===== src/rtl/sdram_dec_pkg.sv =====
package sdram_dec_pkg;

  localparam int NCMD = 9;
  localparam int IX_NOP  = 0;
  localparam int IX_ACT  = 1;
  localparam int IX_RD   = 2;
  localparam int IX_WR   = 3;
  localparam int IX_PRE  = 4;
  localparam int IX_REF  = 5;
  localparam int IX_SREF = 6;
  localparam int IX_MRS  = 7;
  localparam int IX_PDN  = 8;

  typedef enum logic [3:0] {
    C_HELD, C_NOP, C_ACT, C_RD, C_WR, C_PRE, C_REF, C_SREF, C_MRS, C_PDN
  } cmd_e;

  function automatic logic [NCMD-1:0] f_onehot(input cmd_e c);
    logic [NCMD-1:0] v;
    v = '0;
    case (c)
      C_NOP:   v[IX_NOP]  = 1'b1;
      C_ACT:   v[IX_ACT]  = 1'b1;
      C_RD:    v[IX_RD]   = 1'b1;
      C_WR:    v[IX_WR]   = 1'b1;
      C_PRE:   v[IX_PRE]  = 1'b1;
      C_REF:   v[IX_REF]  = 1'b1;
      C_SREF:  v[IX_SREF] = 1'b1;
      C_MRS:   v[IX_MRS]  = 1'b1;
      C_PDN:   v[IX_PDN]  = 1'b1;
      default: v = '0;
    endcase
    return v;
  endfunction

  // burst length code -> beats, 0 marks an illegal code
  function automatic logic [3:0] f_burst_len(input logic [2:0] code);
    case (code)
      3'b001:  return 4'd2;
      3'b010:  return 4'd4;
      3'b011:  return 4'd8;
      default: return 4'd0;
    endcase
  endfunction

  // latency code -> latency in half clock cycles, 0 marks an illegal code
  function automatic logic [2:0] f_cl_half(input logic [2:0] code);
    case (code)
      3'b010:  return 3'd4;
      3'b110:  return 3'd5;
      default: return 3'd0;
    endcase
  endfunction

endpackage


===== src/rtl/sdc_pin_classify.sv =====
module sdc_pin_classify
  import sdram_dec_pkg::*;
(
  input  logic cke_prev,
  input  logic cke,
  input  logic cs_n,
  input  logic ras_n,
  input  logic cas_n,
  input  logic we_n,
  output cmd_e cmd
);

  logic [2:0] strobes;
  logic       ev_cke_fall;
  logic       ev_cke_rise;
  logic       ev_cke_off;

  assign strobes     = {ras_n, cas_n, we_n};
  assign ev_cke_fall = cke_prev & ~cke;
  assign ev_cke_rise = ~cke_prev & cke;
  assign ev_cke_off  = ~cke_prev & ~cke;

  always_comb begin
    cmd = C_HELD;
    if (ev_cke_off) begin
      cmd = C_HELD;
    end else if (ev_cke_rise) begin
      cmd = C_NOP;
    end else if (ev_cke_fall) begin
      cmd = (!cs_n && strobes == 3'b001) ? C_SREF : C_PDN;
    end else if (cs_n) begin
      cmd = C_NOP;
    end else begin
      case (strobes)
        3'b011:  cmd = C_ACT;
        3'b101:  cmd = C_RD;
        3'b100:  cmd = C_WR;
        3'b010:  cmd = C_PRE;
        3'b001:  cmd = C_REF;
        3'b000:  cmd = C_MRS;
        default: cmd = C_NOP;
      endcase
    end
  end

endmodule


===== src/rtl/sdc_bank_mask.sv =====
module sdc_bank_mask #(
  parameter int BA_W = 2,
  localparam int NBANK = 1 << BA_W
) (
  input  logic [BA_W-1:0]  ba,
  input  logic             en,
  input  logic             all,
  output logic [NBANK-1:0] mask
);

  for (genvar b = 0; b < NBANK; b++) begin : g_bank
    assign mask[b] = en & (all | (ba == BA_W'(b)));
  end

endmodule


===== src/rtl/sdc_field_regs.sv =====
module sdc_field_regs
  import sdram_dec_pkg::*;
#(
  parameter int ROW_W = 13,
  parameter int COL_W = 10,
  parameter int BA_W  = 2,
  parameter int AP_BIT = 10,
  localparam int NBANK = 1 << BA_W
) (
  input  logic             clk,
  input  logic             rst_n,
  input  cmd_e             cmd,
  input  logic [ROW_W-1:0] addr,
  input  logic [BA_W-1:0]  ba,
  input  logic [NBANK-1:0] mask_next,
  output logic [NCMD-1:0]  cmd_oh,
  output logic [ROW_W-1:0] row_addr,
  output logic [COL_W-1:0] col_addr,
  output logic [BA_W-1:0]  bank_sel,
  output logic             auto_pre,
  output logic [NBANK-1:0] pre_mask,
  output logic [3:0]       mode_bl,
  output logic             mode_ilv,
  output logic [2:0]       mode_cl2
);

  logic ld_row, ld_col, ld_bank, ld_mode;

  assign ld_row  = (cmd == C_ACT);
  assign ld_col  = (cmd == C_RD) || (cmd == C_WR);
  assign ld_bank = ld_row || ld_col || (cmd == C_PRE);
  assign ld_mode = (cmd == C_MRS) && (ba == '0);

  always_ff @(posedge clk or negedge rst_n) begin
    if (!rst_n) begin
      cmd_oh   <= '0;
      row_addr <= '0;
      col_addr <= '0;
      bank_sel <= '0;
      auto_pre <= 1'b0;
      pre_mask <= '0;
      mode_bl  <= '0;
      mode_ilv <= 1'b0;
      mode_cl2 <= '0;
    end else begin
      cmd_oh   <= f_onehot(cmd);
      pre_mask <= mask_next;
      if (ld_row)  row_addr <= addr;
      if (ld_bank) bank_sel <= ba;
      if (ld_col) begin
        col_addr <= addr[COL_W-1:0];
        auto_pre <= addr[AP_BIT];
      end
      if (ld_mode) begin
        mode_bl  <= f_burst_len(addr[2:0]);
        mode_ilv <= addr[3];
        mode_cl2 <= f_cl_half(addr[6:4]);
      end
    end
  end

  AST_ONE_CMD: assert property (@(posedge clk) disable iff (!rst_n)
    $onehot0(cmd_oh));

  AST_ROW_ONLY_ACT: assert property (@(posedge clk) disable iff (!rst_n)
    !$stable(row_addr) |-> cmd_oh[IX_ACT]);

  AST_COL_ONLY_RW: assert property (@(posedge clk) disable iff (!rst_n)
    !$stable(col_addr) |-> (cmd_oh[IX_RD] || cmd_oh[IX_WR]));

  AST_MODE_ONLY_MRS: assert property (@(posedge clk) disable iff (!rst_n)
    (!$stable(mode_bl) || !$stable(mode_cl2) || !$stable(mode_ilv)) |-> cmd_oh[IX_MRS]);

  AST_MASK_QUIET: assert property (@(posedge clk) disable iff (!rst_n)
    !(cmd_oh[IX_PRE] || cmd_oh[IX_RD] || cmd_oh[IX_WR]) |-> (pre_mask == '0));

  AST_PRE_HAS_MASK: assert property (@(posedge clk) disable iff (!rst_n)
    cmd_oh[IX_PRE] |-> (pre_mask != '0));

endmodule


===== src/rtl/sdram_cmd_decoder.sv =====
module sdram_cmd_decoder
  import sdram_dec_pkg::*;
#(
  parameter int ROW_W  = 13,
  parameter int COL_W  = 10,
  parameter int BA_W   = 2,
  parameter int AP_BIT = 10,
  localparam int NBANK = 1 << BA_W
) (
  input  logic             clk,
  input  logic             rst_n,
  input  logic             cke,
  input  logic             cs_n,
  input  logic             ras_n,
  input  logic             cas_n,
  input  logic             we_n,
  input  logic [ROW_W-1:0] addr,
  input  logic [BA_W-1:0]  ba,
  output logic [NCMD-1:0]  cmd_oh,
  output logic [ROW_W-1:0] row_addr,
  output logic [COL_W-1:0] col_addr,
  output logic [BA_W-1:0]  bank_sel,
  output logic             auto_pre,
  output logic [NBANK-1:0] pre_mask,
  output logic [3:0]       mode_bl,
  output logic             mode_ilv,
  output logic [2:0]       mode_cl2
);

  logic             cke_last;
  cmd_e             cmd;
  logic             ev_pre;
  logic             ev_auto;
  logic             mask_en;
  logic             mask_all;
  logic [NBANK-1:0] mask_next;

  always_ff @(posedge clk or negedge rst_n) begin
    if (!rst_n) cke_last <= 1'b0;
    else        cke_last <= cke;
  end

  sdc_pin_classify i_classify (
    .cke_prev (cke_last),
    .cke      (cke),
    .cs_n     (cs_n),
    .ras_n    (ras_n),
    .cas_n    (cas_n),
    .we_n     (we_n),
    .cmd      (cmd)
  );

  assign ev_pre   = (cmd == C_PRE);
  assign ev_auto  = ((cmd == C_RD) || (cmd == C_WR)) && addr[AP_BIT];
  assign mask_en  = ev_pre || ev_auto;
  assign mask_all = ev_pre && addr[AP_BIT];

  sdc_bank_mask #(.BA_W(BA_W)) i_mask (
    .ba   (ba),
    .en   (mask_en),
    .all  (mask_all),
    .mask (mask_next)
  );

  sdc_field_regs #(
    .ROW_W (ROW_W), .COL_W (COL_W), .BA_W (BA_W), .AP_BIT (AP_BIT)
  ) i_fields (
    .clk       (clk),
    .rst_n     (rst_n),
    .cmd       (cmd),
    .addr      (addr),
    .ba        (ba),
    .mask_next (mask_next),
    .cmd_oh    (cmd_oh),
    .row_addr  (row_addr),
    .col_addr  (col_addr),
    .bank_sel  (bank_sel),
    .auto_pre  (auto_pre),
    .pre_mask  (pre_mask),
    .mode_bl   (mode_bl),
    .mode_ilv  (mode_ilv),
    .mode_cl2  (mode_cl2)
  );

  AST_ENTRY_ON_FALL: assert property (@(posedge clk) disable iff (!rst_n)
    (cmd_oh[IX_SREF] || cmd_oh[IX_PDN]) |-> (!cke_last && $past(cke_last)));

  AST_HELD_SILENT: assert property (@(posedge clk) disable iff (!rst_n)
    (!cke_last && !$past(cke_last)) |-> (cmd_oh == '0));

  AST_RISE_IS_NOP: assert property (@(posedge clk) disable iff (!rst_n)
    (cke_last && !$past(cke_last)) |-> cmd_oh[IX_NOP]);

endmodule


===== config.mk =====
export PLATFORM = sky130hd
export DESIGN_NAME = sdram_cmd_decoder
export DESIGN_NICKNAME = d
export VERILOG_FILES = /design/src/rtl/sdram_dec_pkg.sv /design/src/rtl/sdc_pin_classify.sv /design/src/rtl/sdc_bank_mask.sv /design/src/rtl/sdc_field_regs.sv /design/src/rtl/sdram_cmd_decoder.sv
export SDC_FILE = /design/constraint.sdc
export NUM_CORES = 1
export LEC_CHECK = 0
export ABC_AREA = 0
export BUFFER_PORTS_ARGS = -buffer_cell sky130_fd_sc_hd__buf_2
export CORE_ASPECT_RATIO = 1.5
export CORE_UTILIZATION = 52
export CTS_CLUSTER_SIZE = 16
export DETAILED_ROUTE_END_ITERATION = 8
export PLACE_DENSITY = 0.91
export SETUP_SLACK_MARGIN = 0.1
export SYNTH_ARGS = -nofsm -noshare
export SYNTH_HDL_FRONTEND = slang
export SYNTH_SLANG_ARGS = --single-unit

===== constraint.sdc =====
create_clock -name clk -period 4.2 [get_ports clk]
set_clock_uncertainty 0.1 [all_clocks]
set_input_delay 0.42 -clock clk [delete_from_list [all_inputs] [get_ports clk]]
set_output_delay 0.42 -clock clk [all_outputs]
set_load 0.02 [all_outputs]

; Word-level counts from Yosys, hierarchy flattened
; Index checks and enable logic that the tools add are counted.
[word_totals]
regBits = 48
output_inout_bits = 47
wordCells = 73
inputBits = 22
[classes]
muxes = 17
n_bitwise = 13
reduce_logical = 11
eq_ne = 22
[ops]
columns = cell, count
row1 = $pmux W4 S6, 1
row2 = $mux W4, 5
row3 = $eq A4 B3 Y1 const B, 4
row4 = $eq A3 B2 Y1 const B, 5
row5 = $pmux W4 S3, 1
row6 = $eq A3 B3 Y1 const B, 3
row7 = $mux W1, 9
row8 = $eq A4 B2 Y1 const B, 2
row9 = $eq A4 B4 Y1 const B, 2
row10 = $and A1 B1 Y1, 7
row11 = $eq A3 B1 Y1 const B, 2
row12 = $pmux W3 S2, 1
row13 = $eq A2 B2 Y1 const B, 2
row14 = $eq A4 B1 Y1 const B, 1
row15 = $logic_and A1 B1 Y1, 4
row16 = $logic_or A1 B1 Y1, 4
row17 = $or A1 B1 Y1, 4
row18 = $logic_not A3 Y1, 1
row19 = $eq A2 B1 Y1 const B, 1
row20 = $logic_not A2 Y1, 1
row21 = $not A1 Y1, 2
row22 = $logic_not A1 Y1, 1

; Depth between registers and ports, before layout
; Gate-level depths: netlist of run 1.
[logic_depth]
depth_word = 11
mapped_depth = 5
depth_no_buf = 4

; Hierarchy
; A second synthesis of run 1 with hierarchy kept.
[hier_totals]
hier_cells = 142
area_unflattened_um2 = 1965.6
[by_module_without_submodules]
columns = mod, n_inst, area_each_um2, seq_area_each_um2, cells_each
row1 = sdc_field_regs, 1, 1732.9, 1126.1, 111
row2 = sdc_pin_classify, 1, 102.6, 0.0, 17
row3 = sdram_cmd_decoder, 1, 80.1, 25.0, 6
row4 = sdc_bank_mask, 1, 50.0, 0.0, 8

; Worst setup path before layout of run 1
; Ideal clock, no wire load.
[synth_timing]
path_kind = input to register
start = input cs_n
end = register i_fields.auto_pre
cell_stages = 4
arrival_time_ps = 1430
required_time_ps = 3975
n_path_buf = 1
setup_slack_ps = 2545
path_cell_list = nand3b_4 -> nor3b_4 -> buf_8 -> mux2_4
[synth_via]
elab_chain_cells = 8
word_cells_on_any_way = 10
cone_classes = eq/ne (2) / mux (5) / reduce/logical (3)
[synth_rtl]
columns = item, line_no
row1 = start: declaration, sdram_cmd_decoder.sv:13  ; input logic cs_n,
row2 = $logic_not A1 Y1, sdc_pin_classify.sv:30  ; cmd = (!cs_n && strobes == 3'b001) ? C_SREF : C_PDN;
row3 = $logic_and A1 B1 Y1, sdc_pin_classify.sv:30
row4 = $mux W4, sdc_pin_classify.sv:30
row5 = $mux W4 *, sdc_pin_classify.sv:29  ; end else if (ev_cke_fall) begin
row6 = $mux W4 *, sdc_pin_classify.sv:27  ; end else if (ev_cke_rise) begin
row7 = $mux W4 *, sdc_pin_classify.sv:25  ; if (ev_cke_off) begin
row8 = $eq A4 B2 Y1 or $eq A4 B3 Y1 (tied branches), sdc_field_regs.sv:30  ; assign ld_col = (cmd == C_RD) || (cmd == C_WR);
row9 = $logic_or A1 B1 Y1 *, sdc_field_regs.sv:30
row10 = end signal: assignment, sdc_field_regs.sv:52  ; auto_pre <= addr[AP_BIT];
row11 = end: declaration, sdc_field_regs.sv:20  ; output logic auto_pre,
; Every way passes the cells marked *; elsewhere a longest branch is shown, timed or not.
; A chain may end at the register's enable or synchronous reset.

; Worst setup path in the final report of run 1
[layout_timing]
start = register cke_last
end = register i_fields.col_addr[5]
[layout_via]
elab_chain_cells = 6
word_cells_on_any_way = 10
cone_classes = eq/ne (2) / mux (3) / bitwise (4) / reduce/logical (1)
[layout_rtl]
columns = item, line_no
row1 = start: declaration, sdram_cmd_decoder.sv:30  ; logic cke_last;
row2 = start signal: assignment, sdram_cmd_decoder.sv:40  ; else cke_last <= cke;
row3 = $and A1 B1 Y1 or $not A1 Y1 (tied branches), "sdc_pin_classify.sv:19, sdc_pin_classify.sv:20, sdc_pin_classify.sv:21"
row4 = $mux W4 or $and A1 B1 Y1 (tied branches), "sdc_pin_classify.sv:29, sdc_pin_classify.sv:20"
row5 = $mux W4, sdc_pin_classify.sv:27
row6 = $mux W4 *, sdc_pin_classify.sv:25
row7 = $eq A4 B2 Y1 or $eq A4 B3 Y1 (tied branches), sdc_field_regs.sv:30
row8 = $logic_or A1 B1 Y1 *, sdc_field_regs.sv:30
row9 = end signal: assignment, sdc_field_regs.sv:51  ; col_addr <= addr[COL_W-1:0];
row10 = end: declaration, sdc_field_regs.sv:18  ; output logic [COL_W-1:0] col_addr,
; Marks and branches as above.

==> insert_results.sql, run 1 <==
INSERT INTO impl_metrics (metric_group, metric, value, unit) VALUES
('synth', 'synth.yosys.warnings', '0', ''),
('cells_and_area', 'syn2layout_area_growth', '22.0', '%'),
('cells_and_area', 'diodes', '0', ''),
('floorplan', 'floorplan.initialDensity', '54.7', '%'),
('synth', 'netlist.top_cell.by_area', 'sky130_fd_sc_hd__dfrtp_1', ''),
('cells_and_area', 'layout.filler_cells', '278', ''),
('synth', 'post-synth-top-area-fraction', '61.6', '%'),
('worst_setup_path', 'worst-setup-path-type', 'flop to flop', ''),
('worst_setup_path', 'timing.rr.start', 'cke_last', ''),
('synth', 'synth_enable_flop_cells', '0', ''),
('worst_setup_path', 'r2r_end', 'i_fields.col_addr[5]', ''),
('global_route', 'globalRoute.busiestLayer', 'met2', ''),
('clock_tree', 'post_cts.repair.setup_buffers', '0', ''),
('clock_tree', 'clk-insertion-delay-late', '280', 'ps'),
('cells_and_area', 'final_design_area_no_fill', '2280', 'sq um'),
('synth', 'ys_top_cells_by_area', 'sky130_fd_sc_hd__dfrtp_1 62%, sky130_fd_sc_hd__mux2_2 15%, sky130_fd_sc_hd__mux2_4 5.6%', ''),
('drt', 'drt_wl_total', '3350', 'um'),
('power_and_ir_drop', 'p_leak', '1.23', 'nW'),
('floorplan', 'overall_die_height', '75.4', 'um'),
('synth', 'cell_with_the_most_instances_after_synthesis', 'sky130_fd_sc_hd__dfrtp_1', ''),
('drt', 'drt-vias-per-instance', '5.06', ''),
('clock_tree', 'clock_sinks', '46', ''),
('worst_setup_path', 'timing.critical_path.buf_inv', '0', ''),
('drt', 'detailroute.via_count', '1184', ''),
('global_route', 'wire_length_of_the_first_global_routing_pass', '5160', 'um'),
('worst_setup_path', 'crit_chain', 'nand3b_4 -> nor3b_4 -> mux2_2', ''),
('clock_tree', 'cts_hold_repair.buffers', '0', ''),
('worst_setup_path', 'critPathRequiredTime', '4270', 'ps'),
('synth', 'yosys_most_used_dff', 'sky130_fd_sc_hd__dfrtp_1', ''),
('synth', 'mappedNetlistArea', '1870', 'sq um'),
('timing', 'max_slew.worst_pin.slew', '962', 'ps'),
('timing', 'fmax', '505', 'MHz'),
('floorplan', 'die-area', '3840', 'sq um'),
('worst_setup_path', 'critPathMaxStageDelay', '730', 'ps'),
('global_route', 'first_global_vias', '1098', ''),
('power_and_ir_drop', 'internal_power', '0.000718', 'W'),
('cells_and_area', 'final_layout_size_suffix_gt1_share', '57.3', '%'),
('drt', 'routed_wire_length_per_instance', '14.3', 'um'),
('timing', 'finalSetupViolCount', '0', ''),
('worst_setup_path', 'critical_path_peak_fanout', '15', ''),
('drt', 'post_route_antenna_net_violation_count', '0', ''),
('run_status', 'outcome', 'finished, final reports clean', ''),
('flow_run', 'drv_cap', '0', ''),
('timing', 'fin_tns_setup', '0', 'ps'),
('timing', 'unrepaired_setup_endpoints_after_global_routing', 'no', ''),
('worst_setup_path', 'worst_ep_arrival_time', '2050', 'ps'),
('worst_setup_path', 'reg2reg_setup_slack', '2220', 'ps'),
('synth', 'post_synth_cell_types', '29', ''),
('clock_tree', 'htreeDepth', '2', ''),
('floorplan', 'io-pin-count', '69', ''),
('drt', 'remaining_drc_errors', '0', ''),
('floorplan', 'core_area', '3420', 'sq um'),
('cells_and_area', 'post_layout_nonfiller_instances', '234', ''),
('global_route', 'gr-usage-all-layers', '19.0', '%'),
('global_route', 'use_met3', '4.19', '%'),
('global_route', 'grt.met1_usage', '21.4', '%'),
('clock_tree', 'root_buffer', 'sky130_fd_sc_hd__clkbuf_8', ''),
('worst_setup_path', 'cpLargestDelayFamily', 'simple AND/OR/NAND/NOR gates', ''),
('placement', 'placedCellCount', '227', ''),
('timing', 'timing_hold_violations_final', '0', ''),
('synth', 'postSynth.asyncResetShare', '100', '%'),
('timing', 'normalized_max_slew_margin', '35.9', '%'),
('synth', 'synth_seq_cells', '46', ''),
('placement', 'placedInstanceArea', '2200', 'sq um'),
('power_and_ir_drop', 'ir_drop', '0.342', 'mV'),
('drt', 'detail_route.first_pass.iterations', '3', ''),
('power_and_ir_drop', 'p_seq_share', '52.2', '%'),
('timing', 'layout_min_cycle_time', '1980', 'ps'),
('worst_setup_path', 'setup_crit_start_kind', 'flop', ''),
('worst_setup_path', 'critPathSlowestCell', 'sky130_fd_sc_hd__nor3b_4', ''),
('synth', 'synth_sequential_area_ratio', '61.6', '%');
-- cell usage in the layout (no fill, tap or decap) --
master                     count
sky130_fd_sc_hd__a21oi_1       1
sky130_fd_sc_hd__buf_2        66
sky130_fd_sc_hd__nand3b_4      1
sky130_fd_sc_hd__nor2b_1       2
sky130_fd_sc_hd__nor3b_1       3
sky130_fd_sc_hd__mux2_2       25
sky130_fd_sc_hd__nand3_1       3
sky130_fd_sc_hd__clkbuf_1      2
sky130_fd_sc_hd__nand2_2       1
sky130_fd_sc_hd__and3b_1       1
sky130_fd_sc_hd__mux2_4        7
sky130_fd_sc_hd__and3_1        2
sky130_fd_sc_hd__a31oi_1       1
sky130_fd_sc_hd__nor2_4        1
sky130_fd_sc_hd__conb_1        2
sky130_fd_sc_hd__o21ai_0       3
sky130_fd_sc_hd__inv_1         2
sky130_fd_sc_hd__nor4_4        1
sky130_fd_sc_hd__nor4b_2       1
sky130_fd_sc_hd__clkbuf_8      5
sky130_fd_sc_hd__dfrtp_1      46
sky130_fd_sc_hd__nand2b_1      2
sky130_fd_sc_hd__nand2_1       5
sky130_fd_sc_hd__nor2_1        4
sky130_fd_sc_hd__nand3_2       1
sky130_fd_sc_hd__xnor2_1       1
sky130_fd_sc_hd__and2_1        2
sky130_fd_sc_hd__nor3b_4       1
-- cells by family (layout without fill, tap and decap cells) --
logic type             count (synthesis)  count (layout)  share of synthesized area (%)
flip-flops                            46              46                           61.6
multiplexers                          32              32                           20.7
AND/OR/NAND/NOR                       31              31                           12.5
buffers and inverters                  8              75                           3.15
AO/OA/AOI/OAI                          5               5                           1.41
other                                  1               2                          0.201
XOR/XNOR                               1               1                          0.469
-- layout make-up --
type                    count  area (sq um)  area share, %
multi-input cells          71           662           29.0
flip-flops and latches     46          1150           50.5
clock buffers               7          76.3           3.35
well taps                  42          52.6           2.31
inverters                   2          7.51          0.329
repair buffers             66           330           14.5
-- sequential cells by signal (all words and copies together), names as in the netlist --
name               cells
cke_last               1
i_fields.auto_pre      1
i_fields.bank_sel      2
i_fields.cmd_oh        9
i_fields.col_addr     10
i_fields.mode_bl       3
i_fields.mode_cl2      2
i_fields.mode_ilv      1
i_fields.pre_mask      4
i_fields.row_addr     13
-- how the worst max path moves through the flow --
stage	to	depth (start not counted)	start	slack (ps)
6_report	i_fields.col_addr[5]	3	cke_last	2220
5_1_grt	i_fields.pre_mask[3]	4	cke_last	2070
4_1_cts	i_fields.col_addr[5]	3	cke_last	2190
3_5_place_dp	i_fields.col_addr[5]	4	cs_n	2050
3_3_place_gp	i_fields.col_addr[6]	4	cs_n	2110
2_1_floorplan	i_fields.auto_pre	4	cs_n	2550
-- per-layer routing --
| metal | wire length (um) | share of wire [%] |
|---|---|---|
| met5 | 0 | 0 |
| met2 | 1900 | 57 |
| met4 | 38 | 1.1 |
| met3 | 134 | 4.0 |
| met1 | 1270 | 38 |
-- per-stage QoR --
stage                     setup slack (ps)  power, W  util [%]
final                                 2220   0.00102      66.7
after floorplan                       2550  0.000687         -
after global placement                2110  0.000775      64.5
after detailed placement              2050  0.000785      64.5
after CTS                             2190   0.00103      66.7
after global routing                  2070   0.00107      66.7
-- worst register-to-register path: stages, from the launching register on --
cell,delay [ps]
sky130_fd_sc_hd__dfrtp_1,440
sky130_fd_sc_hd__nand3b_4,170
sky130_fd_sc_hd__nor3b_4,730
sky130_fd_sc_hd__mux2_2,420
-- power by group through the flow --
| stage | combinational (W) | sequential (W) | clock [W] |
|---|---|---|---|
| after global placement | 0.000240 | 0.000535 | 0 |
| after CTS | 0.000246 | 0.000531 | 0.000253 |
| after detailed placement | 0.000245 | 0.000540 | 0 |
| after global routing | 0.000259 | 0.000538 | 0.000269 |
| final | 0.000241 | 0.000530 | 0.000244 |
| after floorplan | 0.0000758 | 0.000611 | 0 |
(Power assumes the default switching activity.)
==> run 2: changes to the inputs <==
--- a/config.mk
+++ b/config.mk
@@ -8,10 +8,10 @@
 export ABC_AREA = 0
 export BUFFER_PORTS_ARGS = -buffer_cell sky130_fd_sc_hd__buf_2
 export CORE_ASPECT_RATIO = 1.5
-export CORE_UTILIZATION = 52
+export CORE_UTILIZATION = 44
 export CTS_CLUSTER_SIZE = 16
 export DETAILED_ROUTE_END_ITERATION = 8
-export PLACE_DENSITY = 0.91
+export PLACE_DENSITY = 0.82
 export SETUP_SLACK_MARGIN = 0.1
 export SYNTH_ARGS = -nofsm -noshare
 export SYNTH_HDL_FRONTEND = slang
==> constraint.sdc (replaced) <==
create_clock -name clk -period 1.8 [get_ports clk]
set_clock_uncertainty 0.1 [all_clocks]
set_input_delay 0.18 -clock clk [delete_from_list [all_inputs] [get_ports clk]]
set_output_delay 0.18 -clock clk [all_outputs]
set_load 0.02 [all_outputs]
==> run 2 against run 1 <==
Compared with the run above: register-to-register slack lost 2000 ps; via count grew 2.1%; critical endpoint is now i_fields.col_addr[0]; first-iteration DRC count shrank 77%; largest cell class unchanged; die area grew 18%.
==> insert_results.sql, run 2 (synthesis gave the netlist of run 1 again) <==
INSERT INTO impl_metrics (metric_group, metric, value, unit) VALUES
('timing', 'finalSetupViolCount', '0', ''),
('timing', 'timing_hold_violations_final', '0', ''),
('placement', 'globalplace.congestion', '0.749', ''),
('run_status', 'outcome', 'finished, final reports clean', ''),
('global_route', 'grt.overflow.total', '0', ''),
('clock_tree', 'clk-insertion-delay-late', '290', 'ps'),
('worst_setup_path', 'worst-setup-path-type', 'flop to flop', ''),
('clock_tree', 'clock_transition_at_the_registers_of_the_reported_paths', '90', 'ps'),
('cells_and_area', 'max_flop_register', 'i_fields.row_addr', ''),
('floorplan', 'die_x', '55.2', 'um'),
('global_route', 'pin_count_of_the_biggest_net_entering_global_routing', '22', ''),
('drt', 'drt-vias-per-instance', '4.91', ''),
('worst_setup_path', 'r2r_end', 'i_fields.col_addr[0]', ''),
('drt', 'drt_first_iter_violations', '5', ''),
('cells_and_area', 'final_layout_size_suffix_gt1_share', '58.7', '%'),
('worst_setup_path', 'crit_path_end_kind', 'flop', ''),
('timing', 'fin_tns_setup', '0', 'ps'),
('floorplan', 'fp-row-count', '28', ''),
('drt', 'drt_wl_total', '3510', 'um'),
('worst_setup_path', 'crit_end', 'i_fields.col_addr[0]', ''),
('power_and_ir_drop', 'ir_drop', '0.691', 'mV'),
('floorplan', 'die-area', '4520', 'sq um'),
('clock_tree', 'cts_tree', 'built', ''),
('drt', 'post_route_antenna_net_violation_count', '0', ''),
('global_route', 'gr-usage-all-layers', '16.1', '%'),
('power_and_ir_drop', 'p_leak', '1.29', 'nW'),
('worst_setup_path', 'worst-r2r-cell-count', '4', ''),
('cells_and_area', 'final_nets', '222', ''),
('worst_setup_path', 'critical_path_peak_fanout', '7', ''),
('worst_setup_path', 'timing.rr.start', 'cke_last', ''),
('cells_and_area', 'layout.filler_cells', '327', ''),
('drt', 'detail_route.first_pass.iterations', '4', ''),
('floorplan', 'overall_die_height', '81.8', 'um'),
('worst_setup_path', 'setup_crit_start_kind', 'flop', ''),
('cells_and_area', 'diodes', '0', ''),
('global_route', 'wire_length_of_the_first_global_routing_pass', '5400', 'um'),
('floorplan', 'core_area', '3990', 'sq um'),
('worst_setup_path', 'critPathRequiredTime', '1890', 'ps'),
('clock_tree', 'htreeDepth', '2', ''),
('min_path', 'timing.hold.worst.class', 'input pin to flop', ''),
('power_and_ir_drop', 'power.total', '0.00256', 'W'),
('cells_and_area', 'most-common-layout-cells', '66 x sky130_fd_sc_hd__buf_2, 46 x sky130_fd_sc_hd__dfrtp_1, 25 x sky130_fd_sc_hd__mux2_2', ''),
('cells_and_area', 'number_of_flip_flops_in_the_largest_register', '13', ''),
('cells_and_area', 'layout_commonest_cell', 'sky130_fd_sc_hd__buf_2', ''),
('cells_and_area', 'syn2layout_area_growth', '28.0', '%'),
('timing', 'timing_max_transition_violations_final', '0', ''),
('drt', 'remaining_drc_errors', '0', ''),
('worst_setup_path', 'reg2reg_setup_slack', '190', 'ps'),
('placement', 'detailedPlacementHpwl', '2560', 'um'),
('drt', 'routed_wire_length_per_instance', '14.3', 'um'),
('timing', 'fmax', '620', 'MHz'),
('clock_tree', 'root_buffer', 'sky130_fd_sc_hd__clkbuf_8', ''),
('drt', 'detailroute.via_count', '1209', ''),
('global_route', 'first_global_vias', '1114', ''),
('timing', 'layout_min_cycle_time', '1610', 'ps'),
('placement', 'placement.io_buffers', '66', ''),
('clock_tree', 'cts_buffer_depth', '2', ''),
('min_path', 'number_of_stages_on_the_worst_hold_path', '2', ''),
('worst_setup_path', 'crit_path_start', 'cke_last', ''),
('global_route', 'grt_antenna_before_repair', '0', ''),
('flow_run', 'drv_cap', '0', ''),
('floorplan', 'floorplan.initialDensity', '46.8', '%'),
('timing', 'period_utilization', '89.6', '%'),
('floorplan', 'io-pin-count', '69', ''),
('worst_setup_path', 'worst_ep_arrival_time', '1700', 'ps'),
('clock_tree', 'clock_sinks', '46', ''),
('cells_and_area', 'layout_top_registers', 'i_fields.row_addr: 13 flops, i_fields.col_addr: 10 flops, i_fields.cmd_oh: 9 flops', ''),
('power_and_ir_drop', 'power_density_cells', '1070', 'nW/um^2'),
('timing', 'unrepaired_setup_endpoints_after_global_routing', 'yes', ''),
('clock_tree', 'tritoncts.num_buffers', '5', '');
==> run 2: cell types whose count changed in the layout (fill, tap and decap cells not counted), sizes merged <==
cell / change
clkbuf: -2
buf: +5
dlygate4sd3: +3
clkinv: +2
bufinv: +1
==> run 2: per-layer routing <==
layer | track usage, % | vias to the layer above | routed length, um
met5 | 0 | - | 0
met4 | 8.25 | 0 | 59
li1 | - | 573 | -
met3 | 5.04 | 5 | 130
met2 | 26.6 | 32 | 1900
met1 | 19.0 | 599 | 1420
==> run 2: final cells by class <==
| class | count | area, sq um | area share [%] |
|---|---|---|---|
| clock inverters | 3 | 40.0 | 1.67 |
| clock buffers | 5 | 68.8 | 2.88 |
| inverters | 2 | 7.51 | 0.314 |
| repair buffers | 74 | 398 | 16.6 |
| well taps | 45 | 56.3 | 2.35 |
| multi-input cells | 71 | 669 | 28.0 |
| flip-flops and latches | 46 | 1150 | 48.1 |
==> run 2: how the worst min path moves through the flow <==
stage                                 end      from
CTS                 i_fields.row_addr[12]  addr[12]
finish              i_fields.row_addr[12]  addr[12]
global placement    i_fields.row_addr[10]     rst_n
global route        i_fields.row_addr[12]  addr[12]
floorplan                        cke_last     rst_n
detailed placement  i_fields.row_addr[10]     rst_n
==> run 2: critical path, cell delays in order, from the launching register on <==
cell	delay (ps)
sky130_fd_sc_hd__dfrtp_1	430
sky130_fd_sc_hd__nand3b_4	160
sky130_fd_sc_hd__nor3b_4	270
sky130_fd_sc_hd__buf_4	230
sky130_fd_sc_hd__mux2_4	310
==> run 2: where the power goes <==
group / switching (W) / leakage (nW) / internal [W]
combinational: 0.000327 / 0.630 / 0.000246
clock: 0.000347 / 0.0579 / 0.000409
sequential: 0.0000665 / 0.598 / 0.00117
total: 0.000740 / 1.29 / 0.00182
==> run 2: metrics by stage <==
stage               cells  utilization [%]  hold slack [ps]  instance area [sq um]  setup slack (ps)
finish                246             59.9             10.4                   2390               187
global route          246             59.9             9.98                   2390              82.4
CTS                   244             59.2             4.63                   2370               141
detailed placement    234             56.0            -75.5                   2240               153
global placement      234             56.0            -78.9                   2240               195
floorplan             125                -             -216                   1870               218
==> run 2: timing repair <==
action,CTS,global route
setup endpoints to repair,0,23
hold buffers,2,1
resized for setup,0,1
hold endpoints to repair,47,1
buffers inserted,0,1
